<file path="config.mk">
export PLATFORM = sky130hd
export DESIGN_NAME = intr_status_agg
export DESIGN_NICKNAME = d
export VERILOG_FILES = /design/src/rtl/intr_agg_pkg.sv /design/src/rtl/intr_req_decode.sv /design/src/rtl/intr_status_reg.sv /design/src/rtl/intr_signal_ctrl.sv /design/src/rtl/intr_status_agg.sv
export SDC_FILE = /design/constraint.sdc
export NUM_CORES = 1
export LEC_CHECK = 0
export BUFFER_PORTS_ARGS = -buffer_cell sky130_fd_sc_hd__buf_4
export CORE_ASPECT_RATIO = 1.2
export CORE_UTILIZATION = 56
export CTS_BUF_LIST = sky130_fd_sc_hd__clkbuf_4
export CTS_CLUSTER_DIAMETER = 150
export DETAILED_ROUTE_END_ITERATION = 12
export PLACE_DENSITY = 0.92
export SLEW_MARGIN = 20
export SYNTH_ARGS = -nofsm -noshare
export SYNTH_HDL_FRONTEND = slang
export SYNTH_SLANG_ARGS = --single-unit
</file>
<file path="constraint.sdc">
create_clock -name clk_i -period 6.15 [get_ports clk_i]
set_clock_uncertainty 0.1 [all_clocks]
set_input_delay 0.615 -clock clk_i [delete_from_list [all_inputs] [get_ports clk_i]]
set_output_delay 0.615 -clock clk_i [all_outputs]
set_load 0.005 [all_outputs]
</file>
<file path="src/rtl/intr_agg_pkg.sv">
package intr_agg_pkg;
  localparam int unsigned DEF_STATUS_W  = 32;
  localparam int unsigned DEF_ADDR_W    = 8;
  localparam int unsigned DEF_STAT_OFS  = 'h24;
  localparam int unsigned DEF_RAISE_OFS = 'h60;
  localparam int unsigned DEF_LOWER_OFS = 'h64;
  localparam int unsigned DEF_CALC_BIT  = 0;
  localparam int unsigned DEF_XFER_BIT  = 8;

  typedef enum logic [1:0] {
    SIG_LEVEL_HOLD,
    SIG_LEVEL_SET,
    SIG_LEVEL_CLR
  } level_act_e;
endpackage

</file>
<file path="src/rtl/intr_req_decode.sv">
module intr_req_decode
  import intr_agg_pkg::*;
#(
  parameter int unsigned STATUS_W  = DEF_STATUS_W,
  parameter int unsigned ADDR_W    = DEF_ADDR_W,
  parameter int unsigned RAISE_OFS = DEF_RAISE_OFS,
  parameter int unsigned LOWER_OFS = DEF_LOWER_OFS,
  parameter int unsigned CALC_BIT  = DEF_CALC_BIT,
  parameter int unsigned XFER_BIT  = DEF_XFER_BIT
) (
  input  logic                calc_done_i,
  input  logic                xfer_done_i,
  input  logic                sw_wr_i,
  input  logic [ADDR_W-1:0]   sw_addr_i,
  input  logic [STATUS_W-1:0] sw_wdata_i,
  output logic                raise_v_o,
  output logic [STATUS_W-1:0] raise_mask_o,
  output logic                lower_v_o,
  output logic [STATUS_W-1:0] lower_mask_o
);
  localparam logic [ADDR_W-1:0] RaiseAddr = ADDR_W'(RAISE_OFS);
  localparam logic [ADDR_W-1:0] LowerAddr = ADDR_W'(LOWER_OFS);

  logic                sw_raise, sw_lower;
  logic [STATUS_W-1:0] hw_mask;

  assign sw_raise = sw_wr_i && (sw_addr_i == RaiseAddr);
  assign sw_lower = sw_wr_i && (sw_addr_i == LowerAddr);

  // one-hot position of each hardware source in the status word
  for (genvar b = 0; b < STATUS_W; b++) begin : g_hw_map
    if (b == CALC_BIT && b == XFER_BIT) begin : g_both
      assign hw_mask[b] = calc_done_i | xfer_done_i;
    end else if (b == CALC_BIT) begin : g_calc
      assign hw_mask[b] = calc_done_i;
    end else if (b == XFER_BIT) begin : g_xfer
      assign hw_mask[b] = xfer_done_i;
    end else begin : g_none
      assign hw_mask[b] = 1'b0;
    end
  end

  assign raise_v_o    = sw_raise | calc_done_i | xfer_done_i;
  assign raise_mask_o = (sw_raise ? sw_wdata_i : '0) | hw_mask;
  assign lower_v_o    = sw_lower;
  assign lower_mask_o = sw_lower ? sw_wdata_i : '0;
endmodule

</file>
<file path="src/rtl/intr_status_reg.sv">
module intr_status_reg
  import intr_agg_pkg::*;
#(
  parameter int unsigned STATUS_W = DEF_STATUS_W
) (
  input  logic                clk_i,
  input  logic                rst_ni,
  input  logic                raise_v_i,
  input  logic [STATUS_W-1:0] raise_mask_i,
  input  logic                lower_v_i,
  input  logic [STATUS_W-1:0] lower_mask_i,
  output logic [STATUS_W-1:0] status_o,
  output logic [STATUS_W-1:0] after_lower_o,
  output logic [STATUS_W-1:0] status_next_o
);
  logic [STATUS_W-1:0] status_q;

  // lower first, then raise: a same-cycle event survives a clear
  assign after_lower_o = lower_v_i ? (status_q & ~lower_mask_i) : status_q;
  assign status_next_o = raise_v_i ? (after_lower_o | raise_mask_i) : after_lower_o;

  always_ff @(posedge clk_i or negedge rst_ni) begin
    if (!rst_ni) status_q <= '0;
    else         status_q <= status_next_o;
  end

  assign status_o = status_q;

  assert_raise_sets_R10: assert property (@(posedge clk_i) disable iff (!rst_ni)
    raise_v_i |=> ((status_q & $past(raise_mask_i)) == $past(raise_mask_i)));

  assert_lower_clears_R3: assert property (@(posedge clk_i) disable iff (!rst_ni)
    (lower_v_i && !raise_v_i) |=> ((status_q & $past(lower_mask_i)) == '0));

  assert_idle_holds_R11: assert property (@(posedge clk_i) disable iff (!rst_ni)
    (!lower_v_i && !raise_v_i) |=> $stable(status_q));
endmodule

</file>
<file path="src/rtl/intr_signal_ctrl.sv">
module intr_signal_ctrl
  import intr_agg_pkg::*;
#(
  parameter int unsigned STATUS_W = DEF_STATUS_W
) (
  input  logic                clk_i,
  input  logic                rst_ni,
  input  logic                msg_en_i,
  input  logic                raise_v_i,
  input  logic                lower_v_i,
  input  logic [STATUS_W-1:0] after_lower_i,
  input  logic [STATUS_W-1:0] status_next_i,
  output logic                level_o,
  output logic                pulse_o
);
  level_act_e level_act;
  logic       level_q, pulse_q, fire;

  assign fire = raise_v_i && (status_next_i != '0);

  always_comb begin
    level_act = SIG_LEVEL_HOLD;
    if (!msg_en_i) begin
      if (fire)                                     level_act = SIG_LEVEL_SET;
      else if (lower_v_i && (after_lower_i == '0))  level_act = SIG_LEVEL_CLR;
    end
  end

  always_ff @(posedge clk_i or negedge rst_ni) begin
    if (!rst_ni) begin
      level_q <= 1'b0;
      pulse_q <= 1'b0;
    end else begin
      pulse_q <= fire && msg_en_i;
      case (level_act)
        SIG_LEVEL_SET: level_q <= 1'b1;
        SIG_LEVEL_CLR: level_q <= 1'b0;
        default:       level_q <= level_q;
      endcase
    end
  end

  assign level_o = level_q;
  assign pulse_o = pulse_q;

  assert_msg_fires_R8: assert property (@(posedge clk_i) disable iff (!rst_ni)
    (msg_en_i && raise_v_i && (status_next_i != '0)) |=> pulse_q);

  assert_lower_silent_R9: assert property (@(posedge clk_i) disable iff (!rst_ni)
    (msg_en_i && lower_v_i && !raise_v_i) |=> (!pulse_q && $stable(level_q)));

  assert_no_pulse_level_R12: assert property (@(posedge clk_i) disable iff (!rst_ni)
    !msg_en_i |=> !pulse_q);
endmodule

</file>
<file path="src/rtl/intr_status_agg.sv">
module intr_status_agg
  import intr_agg_pkg::*;
#(
  parameter int unsigned STATUS_W  = DEF_STATUS_W,
  parameter int unsigned ADDR_W    = DEF_ADDR_W,
  parameter int unsigned STAT_OFS  = DEF_STAT_OFS,
  parameter int unsigned RAISE_OFS = DEF_RAISE_OFS,
  parameter int unsigned LOWER_OFS = DEF_LOWER_OFS,
  parameter int unsigned CALC_BIT  = DEF_CALC_BIT,
  parameter int unsigned XFER_BIT  = DEF_XFER_BIT
) (
  input  logic                clk_i,
  input  logic                rst_ni,
  input  logic                msg_en_i,
  input  logic                calc_done_i,
  input  logic                xfer_done_i,
  input  logic                sw_wr_i,
  input  logic [ADDR_W-1:0]   sw_addr_i,
  input  logic [STATUS_W-1:0] sw_wdata_i,
  input  logic [ADDR_W-1:0]   rd_addr_i,
  output logic [STATUS_W-1:0] rd_data_o,
  output logic                irq_level_o,
  output logic                msg_pulse_o
);
  localparam logic [ADDR_W-1:0] StatAddr = ADDR_W'(STAT_OFS);

  logic                raise_v, lower_v;
  logic [STATUS_W-1:0] raise_mask, lower_mask, status, after_lower, status_next;

  intr_req_decode #(
    .STATUS_W(STATUS_W), .ADDR_W(ADDR_W), .RAISE_OFS(RAISE_OFS),
    .LOWER_OFS(LOWER_OFS), .CALC_BIT(CALC_BIT), .XFER_BIT(XFER_BIT)
  ) u_decode (
    .calc_done_i (calc_done_i),
    .xfer_done_i (xfer_done_i),
    .sw_wr_i     (sw_wr_i),
    .sw_addr_i   (sw_addr_i),
    .sw_wdata_i  (sw_wdata_i),
    .raise_v_o   (raise_v),
    .raise_mask_o(raise_mask),
    .lower_v_o   (lower_v),
    .lower_mask_o(lower_mask)
  );

  intr_status_reg #(.STATUS_W(STATUS_W)) u_status (
    .clk_i        (clk_i),
    .rst_ni       (rst_ni),
    .raise_v_i    (raise_v),
    .raise_mask_i (raise_mask),
    .lower_v_i    (lower_v),
    .lower_mask_i (lower_mask),
    .status_o     (status),
    .after_lower_o(after_lower),
    .status_next_o(status_next)
  );

  intr_signal_ctrl #(.STATUS_W(STATUS_W)) u_signal (
    .clk_i        (clk_i),
    .rst_ni       (rst_ni),
    .msg_en_i     (msg_en_i),
    .raise_v_i    (raise_v),
    .lower_v_i    (lower_v),
    .after_lower_i(after_lower),
    .status_next_i(status_next),
    .level_o      (irq_level_o),
    .pulse_o      (msg_pulse_o)
  );

  assign rd_data_o = (rd_addr_i == StatAddr) ? status : '0;

  assert_level_rise_R6: assert property (@(posedge clk_i) disable iff (!rst_ni)
    $rose(irq_level_o) |-> (status != '0));

  assert_level_fall_R7: assert property (@(posedge clk_i) disable iff (!rst_ni)
    $fell(irq_level_o) |-> (status == '0));

  assert_pulse_pending_R8: assert property (@(posedge clk_i) disable iff (!rst_ni)
    msg_pulse_o |-> (status != '0));
endmodule

</file>
==> results.md <==
* Worst EP arrival at 3.44 ns
* Reg2reg start: u_status.status_o[8]
* Deepest clock path buffer count at 2
* H-tree Lvls at 2
* Placeable Area at 0.004294 mm^2
* Hold Buf Count CTS at 0
* Register area at 850.8 um^2
* WS Path Type: in2reg
* Post-Route Setup TNS at 0 ns
* Die outline height at 75.50 um
* Synthesis-stage register bit count at 34
* Power Density at 146.5 mW/mm^2
* Total clock sinks at 34
* Top delay family on crit path: simple AND/OR/NAND/NOR gates
* Drt initial violations at roughly 200
* Async set-reset flop share out of synthesis at 1.000
* Post-synth EDFFs at 0
* CTS buffer count at 5
* Critical Path RT at 6.27 ns
* Share of cells above drive strength 1 at 0.2494
* Fin crit share at 0.5394
* Distinct cell type count after synthesis at 42
* Yosys warning total at 0
* Setup repair bufs after CTS at 0
* Post-Syn Instances at 335
* Initial antenna violation count at 0
* # resized after CTS at 0
* Footprint of the multi-input gates at around 0.0015 mm^2
* CP Capture Type: register
* TritonRoute pass-1 iters at 7
* Root buffer cell: clkbuf_4
* Pin count of the biggest net entering global routing at 42
* Highest clock rate at 301.4 MHz
* Number of port buffers at 87
* DR vias at 2790
* Routed WL per cell at about 16 um
* Synth Flop Type: dfrtp_1
* Area grow syn2layout at 28.14%
* Final Hold Viols at 0
* Final Max Slew Viols at 0
* Total GRT Usage at 0.3178
* Drt via density at 5.949
* Worst path cell trace: buf_4 > or4bb_1 > o31a_1 > a211oi_2 > nand4_1 > or4_4 > a21oi_1 > ha_1 > nand2_1 > o21ai_0
* Outcome: finished, final reports clean
* Syn nets at 390
* DIE AREA at roughly 0.0048 mm^2
* Worst Path Max Fanout at 19
* CTS clk-pin slew, worst paths at 0.11 ns
* Worst Setup SP: sw_addr_i[4]
* Worst hold-check path type: in2async
* Die width at ~63 um
* DRC errors left at 0
* Minimum clock period at 3.317 ns
* Syn avg cell area at 7.526 um^2
* Max Cap Viol at 0
* Post-DP HPWL at 5.461 mm
* Slew margin rel. at 0.4100
* Starting Density at 0.5871
* RSZ-0062 raised after global routing: no
* Routed wire length at 7.479 mm
* Seq/Total Area, Yosys at 0.3375
* Worst Max-Slew Pin Slew at 0.8844 ns
* Crit start category: input pin
* Final GP Congestion at 0.9115
* Lkg Pwr at around 1.4 nW
* IO Pins at 88
* Final Setup Violations at 0
* Crit-path max cell delay at 0.86 ns
* Clk_lat worst skew at about 0.34 ns
* Post-synthesis cell area at 0.002521 mm^2
* GR Overflow Total at 0
* First-pass GRT wire length at 11.69 mm
* FP Rows at 26
* Number of global-route vias before repair at between 2k and 2.5k
* Inserted Diodes at 0
* Design Power at 0.4734 mW
* Buf+Inv Stages, Crit Path at 1
* Crit path max-delay cell type: or4bb_1
* Fillers at 327
* DRT antenna net count at 0
* Worst IR drop on VDD at around 140 uV
* CTS tree: yes
* NumNets Final at 468
cells in the final DEF (no fill, tap or decap), types with 2 or more instances in the layout:
cell type / count
buf_4: 89
and3_1: 2
a21oi_1: 9
a31oi_1: 2
nor2b_1: 10
a22oi_1: 6
o21ai_0: 32
o32ai_1: 14
nor4_1: 3
nor2_1: 17
a41oi_1: 4
nand4_1: 10
nor3_1: 14
o22ai_1: 4
nand2b_1: 14
dfrtp_1: 34
or2_2: 2
nand3_1: 3
a2111oi_0: 3
nand2_1: 60
o2111ai_1: 2
clkbuf_4: 7
inv_1: 21
a311o_1: 2
and2_1: 34
cell type report:
class                      count  area share
inverter                      21     0.02440
timing repair buffer          89      0.2068
multi-input combinational    262      0.4675
sequential                    34      0.2634
tap                           56     0.02169
clock buffer                   7     0.01627
flip-flops by register name (all words and copies together) (netlist names):
register / count
u_status.status_o: 32
u_signal.pulse_o: 1
u_signal.level_o: 1
power breakdown:
part	internal (mW)	leakage, nW	switching, mW
registers	0.234	0.450	0.0122
logic	0.0497	0.930	0.0509
clock network	0.0520	0.0322	0.0743
total	0.336	1.41	0.137
stage by stage:
step | hold slack, ns | setup slack (ns) | utilization | area [um^2] | cells
5_1_grt | 0.1396 | 2.736 | 0.7523 | 3231 | 469
2_1_floorplan | 0.2194 | 3.109 | - | 2521 | 335
3_3_place_gp | 0.3826 | 2.635 | 0.7401 | 3178 | 462
6_report | 0.1102 | 2.833 | 0.7523 | 3231 | 469
3_5_place_dp | 0.4199 | 2.532 | 0.7401 | 3178 | 462
4_1_cts | 0.1242 | 2.867 | 0.7523 | 3231 | 469
cells in the mapped netlist, drive strengths merged, types with 2 or more instances:
| cell type | n | area share |
|---|---|---|
| nor2 | 17 | 0.025 |
| nand2 | 60 | 0.089 |
| nand2b | 14 | 0.035 |
| a21oi | 9 | 0.018 |
| nor4 | 3 | 0.0074 |
| a311o | 2 | 0.0079 |
| o32ai | 14 | 0.049 |
| nand4 | 10 | 0.025 |
| or2 | 2 | 0.0050 |
| dfrtp | 34 | 0.34 |
| nand3 | 3 | 0.0060 |
| nor4b | 2 | 0.0094 |
| a31oi | 2 | 0.0050 |
| buf | 7 | 0.016 |
| and2 | 34 | 0.084 |
| a2111oi | 3 | 0.010 |
| o2111ai | 2 | 0.0069 |
| and3 | 2 | 0.0050 |
| nor3 | 14 | 0.028 |
| a22oi | 6 | 0.018 |
| o21ai | 32 | 0.064 |
| clkbuf | 11 | 0.016 |
| a41oi | 4 | 0.014 |
| inv | 21 | 0.031 |
| nor2b | 10 | 0.025 |
| o22ai | 4 | 0.0099 |
| a211oi | 2 | 0.0079 |
cells by family (layout without fill, tap and decap cells):
kind of cell / Yosys count / after routing / share of synthesized area
buffers and inverters: 39 / 117 / 0.06352
and+or+nand+nor: 177 / 177 / 0.3707
DFF: 34 / 34 / 0.3375
adders and majority gates: 1 / 1 / 0.004962
AOI/OAI and AO/OA: 84 / 84 / 0.2233
routing by layer:
layer	up-vias	GRT usage	routed length, um
li1	1350	-	-
met1	1257	0.3861	2920
met2	162	0.5806	3844
met3	21	0.05389	570
met4	0	0.1010	143
met5	-	0	0
path summary, 6_finish.rpt:
| check | endpoint | slack [ns] | cells past startpoint |
|---|---|---|---|
| setup / recovery | u_signal.level_o | 2.83 | 10 |
| hold / removal | u_status.status_o[5] | 0.11 | 1 |
| hold reg to reg | u_status.status_o[20] | 0.44 | 2 |
| min in group clk_i | u_status.status_o[2] | 0.41 | 2 |
| setup reg to reg | u_signal.level_o | 3.62 | 8 |
| max in group asynchronous | u_status.status_o[30] | 5.53 | 1 |
Note: power is estimated with default switching activity, not from simulation.
